`config.mk`:
```
export PLATFORM = sky130hd
export DESIGN_NAME = pwm_fault_ovr
export DESIGN_NICKNAME = d
export VERILOG_FILES = /design/src/rtl/pwm_fo_pkg.sv /design/src/rtl/pwm_fo_combine.sv /design/src/rtl/pwm_fo_latch.sv /design/src/rtl/pwm_fo_pin.sv /design/src/rtl/pwm_fault_ovr.sv
export SDC_FILE = /design/constraint.sdc
export NUM_CORES = 1
export LEC_CHECK = 0
export CORE_AREA = 2 2 39 41
export CTS_BUF_LIST = sky130_fd_sc_hd__clkbuf_16
export CTS_CLUSTER_SIZE = 14
export DETAILED_ROUTE_END_ITERATION = 6
export DIE_AREA = 0 0 41 43
export DONT_BUFFER_PORTS = 1
export PLACE_DENSITY = 0.3
export SYNTH_ARGS = -nofsm -noshare
export SYNTH_HDL_FRONTEND = slang
export SYNTH_SLANG_ARGS = --single-unit
```
`constraint.sdc`:
```
create_clock -name clk -period 2.45 [get_ports clk]
set_input_delay 0.49 -clock clk [delete_from_list [all_inputs] [get_ports clk]]
set_output_delay 0.49 -clock clk [all_outputs]
set_load 0.05 [all_outputs]
```
`src/rtl/pwm_fo_pkg.sv`:
```
package pwm_fo_pkg;
  localparam int PIN_H  = 0;
  localparam int PIN_L  = 1;
  localparam int N_PINS = 2;

  typedef enum logic {
    RESUME_MANUAL = 1'b0,
    RESUME_AUTO   = 1'b1
  } resume_mode_e;
endpackage

```
`src/rtl/pwm_fo_combine.sv`:
```
module pwm_fo_combine #(
  parameter int NUM_FAULT = 4
) (
  input  logic [NUM_FAULT-1:0] src,
  input  logic [NUM_FAULT-1:0] en,
  output logic                 any
);
  logic [NUM_FAULT-1:0] gated;
  logic [NUM_FAULT:0]   chain;

  assign chain[0] = 1'b0;
  for (genvar i = 0; i < NUM_FAULT; i++) begin : g_src
    assign gated[i]   = src[i] & en[i];
    assign chain[i+1] = chain[i] | gated[i];
  end
  assign any = chain[NUM_FAULT];
endmodule

```
`src/rtl/pwm_fo_latch.sv`:
```
module pwm_fo_latch
  import pwm_fo_pkg::*;
(
  input  logic         clk,
  input  logic         rst,
  input  logic         fault_now,
  input  resume_mode_e mode,
  input  logic         period_start,
  input  logic         sw_clr,
  output logic         held
);
  logic release_ev;

  always_comb begin
    case (mode)
      RESUME_AUTO:   release_ev = period_start;
      default:       release_ev = sw_clr;
    endcase
  end

  always_ff @(posedge clk) begin
    if (rst)            held <= 1'b0;
    else if (fault_now) held <= 1'b1;
    else if (release_ev) held <= 1'b0;
  end

  // a fault seen at an edge is captured
  p_capture_r4: assert property (@(posedge clk) disable iff (rst)
    fault_now |=> held);
  // manual mode holds until a software clear
  p_manual_hold_r6: assert property (@(posedge clk) disable iff (rst)
    (mode == RESUME_MANUAL && held && !sw_clr) |=> held);
  // automatic mode holds between period starts
  p_auto_hold_r5: assert property (@(posedge clk) disable iff (rst)
    (mode == RESUME_AUTO && held && !period_start) |=> held);
endmodule

```
`src/rtl/pwm_fo_pin.sv`:
```
module pwm_fo_pin (
  input  logic clk,
  input  logic rst,
  input  logic raw,
  input  logic ovr_en,
  input  logic ovr_val,
  input  logic blank,
  input  logic safe,
  output logic pin
);
  logic sel_q;

  always_ff @(posedge clk) begin
    if (rst)         sel_q <= 1'b0;
    else if (ovr_en) sel_q <= ovr_val;
    else             sel_q <= raw;
  end

  assign pin = blank ? safe : sel_q;

  // an override wins over the waveform once the register has taken it
  p_ovr_wins_r9: assert property (@(posedge clk) disable iff (rst)
    (ovr_en && !$past(rst)) |=> (blank || pin == $past(ovr_val)));
endmodule

```
`src/rtl/pwm_fault_ovr.sv`:
```
module pwm_fault_ovr
  import pwm_fo_pkg::*;
#(
  parameter int NUM_FAULT = 4
) (
  input  logic                 clk,
  input  logic                 rst,
  input  logic                 pwm_h_in,
  input  logic                 pwm_l_in,
  input  logic                 period_start,
  input  logic [NUM_FAULT-1:0] fault_src,
  input  logic [NUM_FAULT-1:0] fault_en,
  input  logic                 auto_resume,
  input  logic                 safe_h,
  input  logic                 safe_l,
  input  logic [1:0]           ovr_en,
  input  logic [1:0]           ovr_val,
  input  logic                 fault_clr,
  input  logic                 cl_in,
  output logic                 pwm_h_out,
  output logic                 pwm_l_out,
  output logic                 fault_latched,
  output logic                 cl_out
);
  logic              fault_now;
  logic              blank;
  resume_mode_e      mode;
  logic [N_PINS-1:0] raw_v, safe_v, pin_v;
  logic              cl_q;

  assign mode = resume_mode_e'(auto_resume);

  pwm_fo_combine #(.NUM_FAULT(NUM_FAULT)) u_comb (
    .src (fault_src),
    .en  (fault_en),
    .any (fault_now)
  );

  pwm_fo_latch u_latch (
    .clk          (clk),
    .rst          (rst),
    .fault_now    (fault_now),
    .mode         (mode),
    .period_start (period_start),
    .sw_clr       (fault_clr),
    .held         (fault_latched)
  );

  assign blank = fault_now | fault_latched;

  assign raw_v[PIN_H]  = pwm_h_in;
  assign raw_v[PIN_L]  = pwm_l_in;
  assign safe_v[PIN_H] = safe_h;
  assign safe_v[PIN_L] = safe_l;

  for (genvar p = 0; p < N_PINS; p++) begin : g_pin
    pwm_fo_pin u_pin (
      .clk     (clk),
      .rst     (rst),
      .raw     (raw_v[p]),
      .ovr_en  (ovr_en[p]),
      .ovr_val (ovr_val[p]),
      .blank   (blank),
      .safe    (safe_v[p]),
      .pin     (pin_v[p])
    );
  end

  assign pwm_h_out = pin_v[PIN_H];
  assign pwm_l_out = pin_v[PIN_L];

  always_ff @(posedge clk) begin
    if (rst) cl_q <= 1'b0;
    else     cl_q <= cl_in;
  end
  assign cl_out = cl_q;

  // an enabled fault forces both pins to the safe levels
  p_safe_h_r3: assert property (@(posedge clk) disable iff (rst)
    (|(fault_src & fault_en)) |-> (pwm_h_out == safe_h));
  p_safe_l_r3: assert property (@(posedge clk) disable iff (rst)
    (|(fault_src & fault_en)) |-> (pwm_l_out == safe_l));
  // a captured fault keeps the pins safe
  p_latched_safe_r4: assert property (@(posedge clk) disable iff (rst)
    fault_latched |-> (pwm_h_out == safe_h && pwm_l_out == safe_l));
  // automatic release at a clean period start
  p_auto_release_r5: assert property (@(posedge clk) disable iff (rst)
    (auto_resume && fault_latched && period_start && !(|(fault_src & fault_en)))
    |=> !fault_latched);
  // manual release by a clean software clear
  p_manual_release_r6: assert property (@(posedge clk) disable iff (rst)
    (!auto_resume && fault_latched && fault_clr && !(|(fault_src & fault_en)))
    |=> !fault_latched);
  // current-limit pass-through delay
  p_cl_delay_r10: assert property (@(posedge clk) disable iff (rst)
    !$past(rst) |-> (cl_out == $past(cl_in)));
endmodule

```
# ---- Word-level counts from Yosys, hierarchy flattened
# Cells that the tools add are included.
dict set report classes {
  n_mux 7
  bitwise 8
  reduce_logical 1
}
# operator count
set op_table {}
lappend op_table {{1-bit 2-to-1 mux} 7}
lappend op_table {{1-bit AND} 4}
lappend op_table {{1-bit OR} 4}
lappend op_table {{2-bit nonzero test} 1}
dict set report word_totals {
  ff_bits 4
  input_bits 22
  output_inout_bits 4
  elab_cells 20
}

# ---- Logic depth before layout (Yosys ltp)
# Gate-level depths: netlist of the first run.
dict set report depth {
  ltp_word 6
  depth_mapped 3
  ltp_nobuf 3
}

# ---- Modules after synthesis
# Synthesis of the first run repeated with hierarchy kept, for this count alone.
dict set report unflattened {
  cells_unflattened 19
  area_unflattened_um2 202.7
}
# mod n_inst cells_per_inst area_per_inst_um2 seq_area_each_um2
set modules_own_cells {}
lappend modules_own_cells {pwm_fo_pin 2 4 48.8 20.0}
lappend modules_own_cells {pwm_fo_latch 1 5 53.8 20.0}
lappend modules_own_cells {pwm_fault_ovr 1 3 32.5 20.0}
lappend modules_own_cells {pwm_fo_combine 1 3 18.8 0.0}

# ---- Worst setup path after synthesis of the first run
# OpenSTA, ideal clock, no wires.
dict set report synth_timing {
  kind {input-to-output}
  startpoint {input fault_src[1]}
  endpoint {output pwm_h_out}
  arrival_ps 1386
  t_required_ps 1960
  path_slack_ps 574
  cell_stages 3
  n_path_buf 0
  cell_sequence {a22o_1 -> nor3_2 -> mux2_2}
}
dict set report synth_between {
  elab_chain_len 6
}
# item line_no
set synth_lines {}
lappend synth_lines {{start, declared} pwm_fault_ovr.sv:11} ;# input logic [NUM_FAULT-1:0] fault_src,
lappend synth_lines {{1-bit AND} pwm_fo_combine.sv:13} ;# assign gated[i] = src[i] & en[i];
lappend synth_lines {{1-bit OR (3 in a row)} pwm_fo_combine.sv:14} ;# assign chain[i+1] = chain[i] | gated[i];
lappend synth_lines {{1-bit OR} pwm_fault_ovr.sv:49} ;# assign blank = fault_now | fault_latched;
lappend synth_lines {{1-bit 2-to-1 mux} pwm_fo_pin.sv:19} ;# assign pin = blank ? safe : sel_q;
lappend synth_lines {{end, declared} pwm_fault_ovr.sv:20} ;# output logic pwm_h_out,
# Every way passes these cells.

# ---- Worst setup path in the final report of the first run
dict set report layout_timing {
  startpoint {register u_latch.held}
  endpoint {output pwm_l_out}
}
dict set report layout_between {
  elab_chain_len 2
}
# item line_no
set layout_lines {}
lappend layout_lines {{start, declared} pwm_fo_latch.sv:10} ;# output logic held
lappend layout_lines {{start signal, assigned} pwm_fo_latch.sv:22} ;# if (rst) held <= 1'b0;
lappend layout_lines {{start signal, assigned} pwm_fo_latch.sv:23} ;# else if (fault_now) held <= 1'b1;
lappend layout_lines {{start signal, assigned} pwm_fo_latch.sv:24} ;# else if (release_ev) held <= 1'b0;
lappend layout_lines {{1-bit OR} pwm_fault_ovr.sv:49}
lappend layout_lines {{1-bit 2-to-1 mux} pwm_fo_pin.sv:19}
lappend layout_lines {{end, declared} pwm_fault_ovr.sv:21} ;# output logic pwm_l_out,
# Every way passes these cells.

==> reports/summary.txt, run 1 <==
====================================================================================
Layout cells sized above 1                                                     30.0%
Compound-Gate Fraction of Synth Area                                           13.5%
Routed WL                                                                     444 um
Adder-cell area share of the yosys netlist                                        0%
Placement Cell Area                                                          205 um2
Non-filler cells, final                                                           36
Aggregate global routing overflow                                                  0
Largest delay share family, worst path                                  multiplexers
Total via count after detailed routing                                           158
First-pass GRT wire length                                                    607 um
Sequential-to-total area share from yosys stat                                 43.2%
Worst-path clk slew                                                          0.03 ns
Count of instances resized after the clock tree is built                           0
Vertical die dimension                                                         43 um
Clock tree from TritonCTS                                                       done
CTS buffer count                                                                   3
Met2 track demand over resource                                                7.19%
Internal power                                                                289 uW
Post-CTS setup repair buffer count                                                 0
Antenna violations before repair                                                   0
Detailed Routing Iterations Pass 1                                                 2
Area growth from synthesis to final layout                                     51.4%
Number of buffers on the longest clock path                                        2
Total Nets Final                                                                  44
Gpl congestion                                                                 0.547
I/O pins                                                                          26
Share of the synthesized netlist area taken by xor and xnor gates                 0%
Final std cell area, no fill                                                 280 um2
GRT Total Usage                                                                6.42%
CTS sink count                                                                     4
Sum of negative setup slack                                                     0 ns
Maximum fanout count along the critical path                                       3
Simple-gate area share of the yosys netlist                                    14.9%
Worst clock skew                                                                0 ns
Count of antenna diodes in the layout                                              0
Most utilized layer in the global route result                                  met3
Worst Hold Class                                                           in -> reg
Part of the total power dissipated in sequential elements                      22.4%
Classification of the worst setup path                                    reg -> out
Met1 global-route usage                                                        4.17%
PortBufs                                                                           0
Antenna Nets Post-Route                                                            0
DRC violation count after routing                                                  0
Total die area                                                              1760 um2
Setup repair after global routing missed its margin                            false
Met3 usage                                                                     11.5%
Final design utilization                                                       20.3%
Crit-path cells                                                         nor3_2, mux2_2
Combinational fraction of design power                                          7.7%
Number of warning messages in the yosys log                                        0
Post-synthesis cell count                                                         17
Largest family of logic cells by synthesized area                       multiplexers
Number of global-route vias before repair                                        160
Fraction of post-synthesis cell area in the top cell type by area              43.2%
Transition time at the pin with the least slew margin                       0.548 ns
Final min period                                                             2.00 ns
Areal power density over the cells                                       1290 nW/um2
Core ar.                                                                    1380 um2
Routed wirelength normalized by instance count                               12.3 um
Peak clock frequency supported by timing                                   0.501 GHz
Average footprint of a synthesized cell                                     10.9 um2
Fin crit share                                                                 81.5%
Drt initial violations                                                             3
Peak supply drop                                                            0.642 mV
Endpoints failing hold                                                             0
Top library cells by usage in the layout, fill and taps aside           4 x sky130_fd_sc_hd__dfxtp_1, 3 x sky130_fd_sc_hd__mux2i_1, 3 x sky130_fd_sc_hd__nor2_1, 3 x sky130_fd_sc_hd__clkbuf_16
Vias per Instance                                                               4.39
Pins over their slew limit                                                         0
Library cell occupying the most area in the post-synthesis netlist      sky130_fd_sc_hd__dfxtp_1
Initial core utilization                                                       13.4%
Core Rows                                                                         14
Result of the run                                                       finished clean
Number of placed instances with taps included                                     33
Count of buffering cells on the critical path with inverters included              0
Mux contribution to synthesized area                                           28.4%
Most common library cell in the layout ignoring fill and taps           sky130_fd_sc_hd__dfxtp_1
Clock insertion delay at the later pin of the skew report                    0.22 ns
Delay of the slowest cell on the worst path                                  0.49 ns
Switching Fraction                                                             19.9%
Netlist area before placement                                                185 um2
Root Driver                                                             sky130_fd_sc_hd__clkbuf_16
Max transition margin                                                          63.4%
Largest cells by area after synthesis                                   sky130_fd_sc_hd__dfxtp_1 43%, sky130_fd_sc_hd__mux2i_1 16%, sky130_fd_sc_hd__mux2_2 12%
Number of maximum-capacitance constraint violations                                0
Clock network fraction of total power                                          70.0%
Count of unique library cells instantiated by Yosys                                8
Total nets after synthesis                                                        39
Crit end category                                                       primary output
Lkg Pwr                                                                  0.000115 uW
Total net switching power                                                    71.8 uW
Die width                                                                      41 um
Slowest stage cell on the critical path                                 sky130_fd_sc_hd__mux2_2
Register bit count reported by yosys                                               4
# setup viols final                                                                0
Required arrival time at the worst endpoint                                  1.96 ns
Maximum level of the CTS H-tree                                                    1
Data arrival time of the worst path                                          1.51 ns
Sort of element at the start of the critical path                           register
Hold-fix buffers at CTS                                                            0
Filler Cells Inserted                                                            152
Maximum number of pins on one net before global-route repair                       5
====================================================================================
## worst paths after layout
kind / slack, ns / start / depth (start not counted) / end
worst max register to register: 1.47 / u_latch.held / 2 / u_latch.held
worst min register to register: 0.88 / u_latch.held / 2 / u_latch.held
worst min-delay path: 0.33 / rst / 1 / u_latch.held
worst max-delay path: 0.45 / u_latch.held / 2 / pwm_l_out
## registers in the layout, indices dropped and copies added (netlist names)
register,count
g_pin.u_pin.sel_q,2
cl_out,1
u_latch.held,1
## area by class of cell
class                      count  area [um2]  area share (%)
tap                           16        20.0            7.14
clock buffer                   3        75.1            26.8
multi-input combinational     13         105            37.5
sequential                     4        80.1            28.6
## cell families after synthesis
group | after synthesis
compound gates | 3
flops | 4
mux | 5
simple gates | 5
## Yosys cell counts
cell type                  instances
sky130_fd_sc_hd__nor2b_1           1
sky130_fd_sc_hd__mux2i_1           3
sky130_fd_sc_hd__dfxtp_1           4
sky130_fd_sc_hd__a211oi_1          1
sky130_fd_sc_hd__nor3_2            1
sky130_fd_sc_hd__a22o_1            2
sky130_fd_sc_hd__nor2_1            3
sky130_fd_sc_hd__mux2_2            2
## stage by stage
stage          hold WS [ns]  worst slack, ns  total power, uW
6_report              0.334            0.453              361
5_1_grt               0.327            0.401              375
4_1_cts               0.331            0.427              366
3_5_place_dp          0.566            0.508              110
3_3_place_gp          0.565            0.524              110
2_1_floorplan         0.562            0.574              107
## power groups by stage
stage,clock network (uW),registers [uW],logic (uW)
2_1_floorplan,0,80.8,26.3
3_3_place_gp,0,81.5,28.2
3_5_place_dp,0,81.6,28.1
4_1_cts,257,80.8,28.3
5_1_grt,264,81.1,29.8
6_report,252,80.7,27.7
## per-layer routing
| layer | vias up | wire length [um] |
|---|---|---|
| li1 | 70 | - |
| met1 | 64 | 149 |
| met2 | 24 | 181 |
| met3 | 0 | 113 |
| met4 | 0 | 0 |
| met5 | - | 0 |
(Power assumes the default switching activity.)
==> run 2, diff against run 1 <==
==> constraint.sdc (replaced) <==
create_clock -name clk -period 2.09 [get_ports clk]
set_input_delay 0.418 -clock clk [delete_from_list [all_inputs] [get_ports clk]]
set_output_delay 0.418 -clock clk [all_outputs]
set_load 0.05 [all_outputs]
==> run 2 against run 1 <==
Flip-flop and latch count did not move. Non-clock buffer count rose by 1. Sequential power rose by 8.8%. Combinational power rose by 51%. Utilization rose by 0.54 points. Via count rose by 2.5%. Worst setup slack got worse by 0.14 ns. Clock power rose by 18%. Final cell count rose by 2.8%. Global-route usage rose by 0.20 points. Critical endpoint unchanged. Largest cell class unchanged.
==> reports/summary.txt, run 2 (same netlist as run 1, synthesis figures left out) <==
====================================================================================
Result of the run                                                       finished clean
First-pass GRT wire length                                                    614 um   +1.2%
Pins over their slew limit                                                         0   unchanged
Endpoints failing hold                                                             0   unchanged
DP Worst Slack                                                              0.299 ns   -0.209 ns
Flip-flop count of the largest register after layout                               2   unchanged
Worst clock skew                                                                0 ns   unchanged
Biggest register                                                        g_pin.u_pin.sel_q
Lkg Pwr                                                                  0.000120 uW   +4.3%
Power Total                                                                   428 uW   +19%
Routed wirelength normalized by instance count                               12.5 um   +1.5%
Clock insertion delay at the later pin of the skew report                    0.22 ns   about the same
Initial core utilization                                                       13.4%   unchanged
Non-filler cells, final                                                           37   +2.8%
Top library cells by usage in the layout, fill and taps aside           4 x sky130_fd_sc_hd__dfxtp_1, 3 x sky130_fd_sc_hd__mux2i_1, 3 x sky130_fd_sc_hd__nor2_1, 3 x sky130_fd_sc_hd__clkbuf_16
Area growth from synthesis to final layout                                     55.4%
Transition time at the pin with the least slew margin                       0.484 ns   -0.0645 ns
Delay of the slowest cell on the worst path                                  0.49 ns   about the same
Layout cells sized above 1                                                     33.3%   +3.3 points
Data arrival time of the worst path                                          1.36 ns   -0.15 ns
Slowest stage cell on the critical path                                 sky130_fd_sc_hd__mux2_2
Final critical-path setup slack                                             0.314 ns   -0.140 ns
Sum of negative setup slack                                                     0 ns   unchanged
Placed wire-length estimate                                                   371 um
Drt initial violations                                                             4   +1
Number of global-route vias before repair                                        148   -7.5%
Areal power density over the cells                                       1490 nW/um2   +16%
Clock tree from TritonCTS                                                       done
DRC violation count after routing                                                  0   unchanged
Final min period                                                             1.78 ns
Sort of element at the start of the critical path                          input pin
Required arrival time at the worst endpoint                                  1.67 ns   -0.29 ns
Reg2Reg Depth                                                                      3   +1
Number of maximum-capacitance constraint violations                                0   unchanged
CTS sink count                                                                     4   unchanged
Hold-fix buffers at CTS                                                            0   unchanged
Post-CTS setup repair buffer count                                                 0   unchanged
Core ar.                                                                    1380 um2   unchanged
Worst-path clk slew                                                          0.03 ns   about the same
# setup viols final                                                                0   unchanged
Core Rows                                                                         14   unchanged
Antenna Nets Post-Route                                                            0   unchanged
Peak supply drop                                                            0.644 mV   +0.28%
Peak clock frequency supported by timing                                   0.563 GHz
Total via count after detailed routing                                           162   +2.5%
Antenna violations before repair                                                   0   unchanged
Final design utilization                                                       20.8%   +0.54 points
Maximum level of the CTS H-tree                                                    1   unchanged
Worst Hold Class                                                           in -> reg
Root Driver                                                             sky130_fd_sc_hd__clkbuf_16
Detailed Routing Iterations Pass 1                                                 2   unchanged
CTS buffer count                                                                   3   unchanged
Crit-path cells                                                         a22o_1, nor3_2, mux2_2
Setup repair after global routing missed its margin                            false
Count of antenna diodes in the layout                                              0   unchanged
Count of instances resized after the clock tree is built                           0   unchanged
Setup crit start                                                        fault_src[1]
PortBufs                                                                           0   unchanged
Fin crit share                                                                 85.0%
Source of the worst register-to-register timing path                    u_latch.held
Count of buffering cells on the critical path with inverters included              0   unchanged
Die width                                                                      41 um   unchanged
Most common library cell in the layout ignoring fill and taps           sky130_fd_sc_hd__dfxtp_1
Number of placed instances with taps included                                     34   +3.0%
Classification of the worst setup path                                     in -> out
Largest delay share family, worst path                                  multiplexers
I/O pins                                                                          26   unchanged
Total Nets Final                                                                  45   +2.3%
Hold path depth                                                                    1   unchanged
Crit end category                                                       primary output
Total die area                                                              1760 um2   unchanged
GRT Total Usage                                                                6.62%   +0.20 points
Vias per Instance                                                               4.38   -0.24%
Maximum fanout count along the critical path                                       2   -1
Number of buffers on the longest clock path                                        2   unchanged
Stages on the worst setup path                                                     3   +1
Launch instance of the worst min-delay path                                      rst
Gpl congestion                                                                 0.547   unchanged
Max transition margin                                                          67.7%   +4.3 points
Routed WL                                                                     463 um   +4.3%
Vertical die dimension                                                         43 um   unchanged
Maximum number of pins on one net before global-route repair                       5   unchanged
Aggregate global routing overflow                                                  0   unchanged
====================================================================================
run 2: changes by cell type in the layout (fill, tap and decap cells not counted), sizes merged:
cell / before / now
buf: 0 / 1
run 2: layout make-up:
cell class | instances | area [um2]
multi-input cells | 13 | 105
fillers | 148 | 1100
repair buffers | 1 | 7.51
clock buffers | 3 | 75.1
flip-flops and latches | 4 | 80.1
well taps | 16 | 20.0
run 2: worst paths after layout:
kind,endpoint,slack (ns)
setup / recovery,pwm_l_out,0.31
hold / removal,u_latch.held,0.26
setup reg to reg,u_latch.held,1.20
hold reg to reg,u_latch.held,0.74
run 2: power by group:
| group | internal [uW] | leakage (uW) | switching (uW) |
|---|---|---|---|
| Combinational | 14.2 | 0.0000498 | 27.5 |
| Sequential | 82.3 | 0.0000334 | 5.57 |
| Clock | 244 | 0.0000370 | 54.0 |
| Total | 341 | 0.000120 | 87.1 |
run 2: routing by layer:
metal | global-route usage (%) | part of all wire [%] | vias to the layer above
li1 | - | - | 71
met1 | 5.77 | 33 | 66
met2 | 7.19 | 40 | 23
met3 | 8.38 | 24 | 2
met4 | 6.00 | 2.8 | 0
met5 | 0 | 0 | -
run 2: metrics by stage:
step	hold WS [ns]	instance area, um2
floorplan	0.490	185
global placement	0.493	213
detailed placement	0.494	213
CTS	0.258	288
global route	0.255	288
finish	0.261	288
==> run 3, diff against run 2 <==
==> constraint.sdc (replaced) <==
create_clock -name clk -period 1.63 [get_ports clk]
set_input_delay 0.326 -clock clk [delete_from_list [all_inputs] [get_ports clk]]
set_output_delay 0.326 -clock clk [all_outputs]
set_load 0.05 [all_outputs]
==> results of run 3 <==
Same layout as run 2 (identical final DEF). Status: finished clean.
Main changes from that run: setup slack after placement 0.299 ns -> 0.0227 ns; setup slack after layout 0.314 ns -> 0.0377 ns; hold slack 0.261 ns -> 0.169 ns; register-to-register setup slack 1.20 ns -> 0.74 ns; total power 428 uW -> 549 uW; worst IR drop on VDD 0.644 mV -> 0.826 mV
